$ cat src/rtl/sopnd_resolver.sv
module sopnd_resolver #(
  parameter int SEL_W = 8,
  parameter int IDX_W = 7,
  parameter int NUM_SREG = 102,
  parameter int MISC_W = 4,
  parameter logic [63:0] EXEC_RST = '1
) (
  input  logic              clk,
  input  logic              rst_n,
  input  logic [SEL_W-1:0]  sel,
  input  logic              wide,
  input  logic [31:0]       lit,
  input  logic [IDX_W-1:0]  rsv_cnt,
  input  logic [IDX_W-1:0]  sgpr_base,
  output logic [IDX_W-1:0]  srf_idx_lo,
  output logic [IDX_W-1:0]  srf_idx_hi,
  input  logic [31:0]       srf_rd_lo,
  input  logic [31:0]       srf_rd_hi,
  input  logic [31:0]       misc_rd,
  input  logic              wr_en,
  input  logic [63:0]       wr_data,
  input  logic              bit_en,
  input  logic [5:0]        bit_pos,
  input  logic              bit_val,
  output logic [63:0]       rd_data,
  output logic              err,
  output logic              srf_we_lo,
  output logic              srf_we_hi,
  output logic [63:0]       srf_wdata,
  output logic              misc_we,
  output logic [MISC_W-1:0] misc_addr,
  output logic [31:0]       misc_wdata,
  output logic [63:0]       exec_mask
);

  localparam logic [SEL_W-1:0] S_FLAT_LO = SEL_W'('h66);
  localparam logic [SEL_W-1:0] S_FLAT_HI = SEL_W'('h67);
  localparam logic [SEL_W-1:0] S_VCOND   = SEL_W'('h6A);
  localparam logic [SEL_W-1:0] S_MISC_LO = SEL_W'('h70);
  localparam logic [SEL_W-1:0] S_MISC_HI = SEL_W'('h7D);
  localparam logic [SEL_W-1:0] S_EXEC    = SEL_W'('h7E);
  localparam logic [SEL_W-1:0] S_K_LO    = SEL_W'('hF0);
  localparam logic [SEL_W-1:0] S_K_HI    = SEL_W'('hF7);
  localparam logic [SEL_W-1:0] S_PI      = SEL_W'('hF8);
  localparam logic [SEL_W-1:0] S_LIT_LO  = SEL_W'('hFD);
  localparam logic [SEL_W-1:0] S_LIT_HI  = SEL_W'('hFF);
  localparam logic [31:0] PI_SP = 32'h3E22F983;
  localparam logic [63:0] PI_DP = 64'h3FC45F306DC9C882;

  typedef enum logic [2:0] {
    K_SREG, K_RSV, K_EXEC, K_CONST, K_PI, K_LIT, K_MISC, K_BAD
  } kind_t;

  kind_t            kind;
  logic             narrow_only;
  logic             need_wide;
  logic [IDX_W-1:0] rsv_off;
  logic [IDX_W-1:0] lo_log;
  logic [63:0]      raw;
  logic [63:0]      eff;
  logic [63:0]      exec_q;
  logic             to_srf;
  logic [1:0]       kmag;

  always_comb begin
    kind        = K_BAD;
    narrow_only = 1'b0;
    need_wide   = 1'b0;
    rsv_off     = '0;
    if (int'(sel) < NUM_SREG) begin
      kind = K_SREG;
    end else if (sel == S_FLAT_LO) begin
      kind = K_RSV; rsv_off = rsv_cnt - IDX_W'(4); narrow_only = 1'b1;
    end else if (sel == S_FLAT_HI) begin
      kind = K_RSV; rsv_off = rsv_cnt - IDX_W'(3);
    end else if (sel == S_VCOND) begin
      kind = K_RSV; rsv_off = rsv_cnt - IDX_W'(2);
    end else if (sel >= S_MISC_LO && sel <= S_MISC_HI) begin
      kind = K_MISC;
    end else if (sel == S_EXEC) begin
      kind = K_EXEC; need_wide = 1'b1;
    end else if (sel >= S_K_LO && sel <= S_K_HI) begin
      kind = K_CONST;
    end else if (sel == S_PI) begin
      kind = K_PI;
    end else if (sel >= S_LIT_LO && sel <= S_LIT_HI) begin
      kind = K_LIT; narrow_only = 1'b1;
    end
  end

  assign err    = (kind == K_BAD) | (narrow_only & wide) | (need_wide & ~wide);
  assign to_srf = (kind == K_SREG) | (kind == K_RSV);
  assign lo_log = (kind == K_SREG) ? sel[IDX_W-1:0] : rsv_off;
  assign srf_idx_lo = sgpr_base + lo_log;
  assign srf_idx_hi = sgpr_base + lo_log + IDX_W'(1);
  assign kmag = sel[2:1];

  always_comb begin
    case (kind)
      K_SREG, K_RSV: raw = {srf_rd_hi, srf_rd_lo};
      K_EXEC:        raw = exec_q;
      K_CONST:       raw = wide ? {sel[0], 11'd1022 + {9'd0, kmag}, 52'd0}
                                : {32'd0, sel[0], 8'd126 + {6'd0, kmag}, 23'd0};
      K_PI:          raw = wide ? PI_DP : {32'd0, PI_SP};
      K_LIT:         raw = {32'd0, lit};
      K_MISC:        raw = {32'd0, misc_rd};
      default:       raw = '0;
    endcase
  end

  assign rd_data = err ? 64'd0 : (wide ? raw : {32'd0, raw[31:0]});

  always_comb begin
    eff = wr_data;
    if (bit_en && (wide || !bit_pos[5])) eff[bit_pos] = bit_val;
  end

  assign srf_wdata  = eff;
  assign srf_we_lo  = wr_en & ~err & to_srf;
  assign srf_we_hi  = wr_en & ~err & to_srf & wide;
  assign misc_we    = wr_en & ~err & (kind == K_MISC);
  assign misc_addr  = sel[MISC_W-1:0];
  assign misc_wdata = eff[31:0];
  assign exec_mask  = exec_q;

  always_ff @(posedge clk or negedge rst_n) begin
    if (!rst_n) exec_q <= EXEC_RST;
    else if (wr_en && !err && kind == K_EXEC) exec_q <= eff;
  end

endmodule


$ cat config.mk
export PLATFORM = sky130hd
export DESIGN_NAME = sopnd_resolver
export DESIGN_NICKNAME = d
export VERILOG_FILES = /design/src/rtl/sopnd_resolver.sv
export SDC_FILE = /design/constraint.sdc
export NUM_CORES = 1
export LEC_CHECK = 0
export BUFFER_PORTS_ARGS = -buffer_cell sky130_fd_sc_hd__buf_2
export CORE_AREA = 2 2 182 184
export DETAILED_ROUTE_END_ITERATION = 16
export DIE_AREA = 0 0 184 186
export PLACE_DENSITY = 0.45
export SLEW_MARGIN = 5
export SYNTH_ARGS = -nofsm -noshare
export SYNTH_HDL_FRONTEND = slang
export SYNTH_SLANG_ARGS = --single-unit
$ cat constraint.sdc
create_clock -name clk -period 5.7 [get_ports clk]
set_input_delay 0.855 -clock clk [delete_from_list [all_inputs] [get_ports clk]]
set_output_delay 0.855 -clock clk [all_outputs]
set_load 0.01 [all_outputs]
==> key figures <==
Global route
  • Vias in the first global route: 7,294
  • Number of antenna violations at the first check in global routing: 6
  • Maximum number of pins on one net before global-route repair: 65
  • GR Util All Layers: about a fifth
  • Global-route congestion overflow total: 0
  • Wire length of the first global-routing pass: about 50,000 um

Outcome
  • Run status: completed

Clock network
  • Total number of H-tree levels: 3
  • Post-cts hold buffer count: 0
  • Clock tree from TritonCTS: done
  • Cts bufs inserted: 9
  • Reg clk slew, reported paths: approximately 0.060 ns
  • Post_cts resized: 0
  • Total number of clock tree sinks: 64
  • Worst-Skew Late Latency: between 0.3 and 0.4 ns
  • CTS Buffer Depth: 2
  • Cell at the root of the clock tree: sky130_fd_sc_hd__clkbuf_16
  • Setup bufs post-CTS: 0

Routing
  • Via-per-instance ratio: around 5
  • Routed length on met2: ~18,000 um
  • DRC violation count after routing: 0
  • Met3 Wirelength: between 2000 and 3000 um
  • Number of routed nets with antenna violations: 0
  • Detailed-route wire length per cell: 23.4 um
  • Violation count after the first detailed-route iteration: between 500 and 600
  • Top layer in use: met5
  • Total wire length: 36,500 um
  • 1st-pass router iterations: 8
  • Total vias in the final route: ~7,700
  • M1 WL: roughly 15,000 um

Yosys
  • Mapped Area: between 0.006 and 0.007 mm2
  • Number of flip-flops and latches in the synthesized netlist: 64
  • Synthesized netlist cell count: around 740
  • Post-synthesis sequential area ratio: about 25%
  • Syn Nets: a little under 1,000
  • Async set or reset register ratio after synthesis: between 90% and 100%
  • Number of synthesized flops with an enable pin: 0
  • Syn Area/Cell: ~9 um2
  • Syn. warnings: 0
  • Count of distinct cell types in the synthesized netlist: 70
  • Top flip-flop cell by instance count after synthesis: sky130_fd_sc_hd__dfstp_2

Finish
  • Final standard cell area without fillers: ~0.0095 mm2
  • Commonest non-fill, non-tap cell in the layout: sky130_fd_sc_hd__buf_2
  • Max FFs per register: 64
  • Final core utilization: slightly below 30%
  • Highest-count cells in the layout ignoring fill and taps: 470 x sky130_fd_sc_hd__buf_2, 113 x sky130_fd_sc_hd__nor2_1, 69 x sky130_fd_sc_hd__nand2_1
  • Ratio of cells with drive above 1 in the final layout: around three fifths
  • NumNets Final: 1,379
  • Area grow syn2layout: 40.9%
  • Final std cells w/o fill: between 1,500 and 2,000

Worst setup path
  • Data arrival at the endpoint of the critical path: around 4.4 ns
  • Reg2reg setup slack: between 4 and 5 ns
  • CP bufs+invs: 2
  • R2R Path Start: exec_mask[32]
  • Number of cell instances on the worst register-to-register path: 1
  • Cell chain of the critical path: buf_2 > nand4bb_2 > nor4b_1 > a211oi_1 > a2111oi_1 > xor2_1 > a22o_1 > ha_1 > or4b_2 > o2111ai_1 > nand4_1 > xnor2_1 > buf_2
  • Library cell appearing most often on the critical path: sky130_fd_sc_hd__buf_2
  • Critical path peak fanout: 13
  • Crit path largest cell delay: 0.69 ns
  • Critical path's slowest cell: sky130_fd_sc_hd__or4b_2
  • Capture point of the worst reg-to-reg path: exec_mask[32]
  • Crit path max-delay family: simple AND/OR/NAND/NOR gates
  • Crit end category: primary output
  • Kind of start point of the critical path: input pin
  • Critical path type: input pin to primary output
  • Data required time of the worst path: between 4 and 5 ns
  • Critical path origin: sel[4]

Floorplanning
  • CORE AREA: roughly 0.032 mm2
  • Starting Density: between 20% and 30%
  • Top-level port count: 472
  • Die Height: around 190 um
  • Width of the die: between 150 and 200 um
  • Die outline area: approximately 0.034 mm2
  • Standard-cell row count: 66

Placed design
  • Port Buf Inserts: ~470
  • Worst slack at placement: 0.428 ns
  • Hpwl dp: a little under 30,000 um
  • Final weighted congestion in routability-driven placement: 0.842
  • Post-placement cell area: 0.00909 mm2
  • Cell count after placement: roughly 1,500

STA
  • Worst Clk Skew: 0 ns
  • Maximum frequency from static timing analysis: about 0.19 GHz
  • Final TNS setup: 0 ns
  • Slew of the pin with the lowest slew margin: between 1 and 1.5 ns
  • Remaining max-slew budget at the tightest pin: between 30 and 40%
  • Number of max-slew violations in the final report: 0
  • Count of endpoints failing hold in the final timing report: 0
  • Final setup violation count: 0
  • Final period utilization: 92.4%
  • Unrepaired setup endpoints after global routing: no
  • Minimum clock period after layout: roughly 5.3 ns
  • Worst-case setup margin in the final layout: around 0.44 ns

Power
  • Largest voltage drop on the vdd net: 0.000126 V
  • P_leak: 4.48 nW
  • Cell Pwr Density: about 180 mW/mm2

Hold path
  • Worst hold start: exec_mask[44]
  • Worst Hold Path EP: exec_mask[44]
  • Worst hold path cell count: 1
  • Path class of the lowest-slack min-delay path: flip-flop to flip-flop

Run
  • Number of maximum-capacitance violations: 0
-- worst max path at each step --
stage          slack [ns]             to  depth (start not counted)
2_1_floorplan        0.86  srf_idx_hi[6]                         12
3_3_place_gp         0.47  srf_idx_hi[6]                         13
3_5_place_dp         0.43  srf_idx_hi[6]                         13
4_1_cts              0.44  srf_idx_hi[6]                         13
5_1_grt              0.19  srf_idx_hi[6]                         15
6_report             0.44  srf_idx_hi[6]                         13
-- routing by layer --
metal  GRT usage (%)  up-vias
met5               0        -
met4            5.63        4
met3            3.97       37
met2            34.7      421
met1            25.7     3757
li1                -     3502
-- power breakdown --
group | total [mW] | switching, mW | internal (mW)
sequential | 0.495 | 0.0153 | 0.480
combinational | 0.526 | 0.303 | 0.224
clock | 0.679 | 0.226 | 0.453
total | 1.70 | 0.544 | 1.16
-- final cells by class --
type | count | area [um2]
sequential | 64 | 1680
timing repair buffer | 485 | 2460
clock buffer | 12 | 256
antenna | 4 | 10.0
clock inverter | 4 | 98.8
tap | 408 | 510
fill | 3557 | 22700
inverter | 19 | 71.3
multi-input combinational | 562 | 4370
-- synth_stat cells (all sizes together), types with 3 or more instances --
cell | number | share of area (%)
mux2 | 130 | 25
ha | 11 | 2.0
xnor2 | 6 | 0.78
nor3 | 13 | 1.3
a222oi | 17 | 2.5
inv | 19 | 1.1
nand2 | 69 | 3.9
o22ai | 4 | 0.37
xor2 | 4 | 0.52
a211oi | 3 | 0.34
nand2b | 5 | 0.47
o21ai | 12 | 0.95
o21a | 3 | 0.34
nor2 | 117 | 6.6
dfstp | 64 | 25
a21oi | 32 | 2.4
and3 | 4 | 0.45
nand3 | 6 | 0.45
nand3b | 7 | 0.84
and2 | 3 | 0.28
a221o | 13 | 1.9
a22oi | 12 | 1.3
a31oi | 5 | 0.47
or3b | 4 | 0.52
nor3b | 5 | 0.71
clkbuf | 39 | 2.2
o211ai | 7 | 0.86
buf | 54 | 7.0
a221oi | 37 | 4.8
-- stage by stage --
stage	hold slack, ns	total power, mW
floorplan	0.632	0.776
global placement	0.624	1.03
detailed placement	0.627	1.03
CTS	0.637	1.73
finish	0.636	1.70
global route	0.649	1.79
-- kinds of logic after synthesis --
| kind of cell | after synthesis | synth area share [%] |
|---|---|---|
| simple gates | 252 | 17.9 |
| compound gates | 158 | 18.1 |
| mux | 130 | 25.2 |
| buf+inv | 112 | 10.2 |
| flops | 64 | 25.0 |
| fa+ha+maj | 12 | 2.35 |
| xor+xnor | 10 | 1.30 |
No activity file was read; power rests on OpenSTA's default activity.
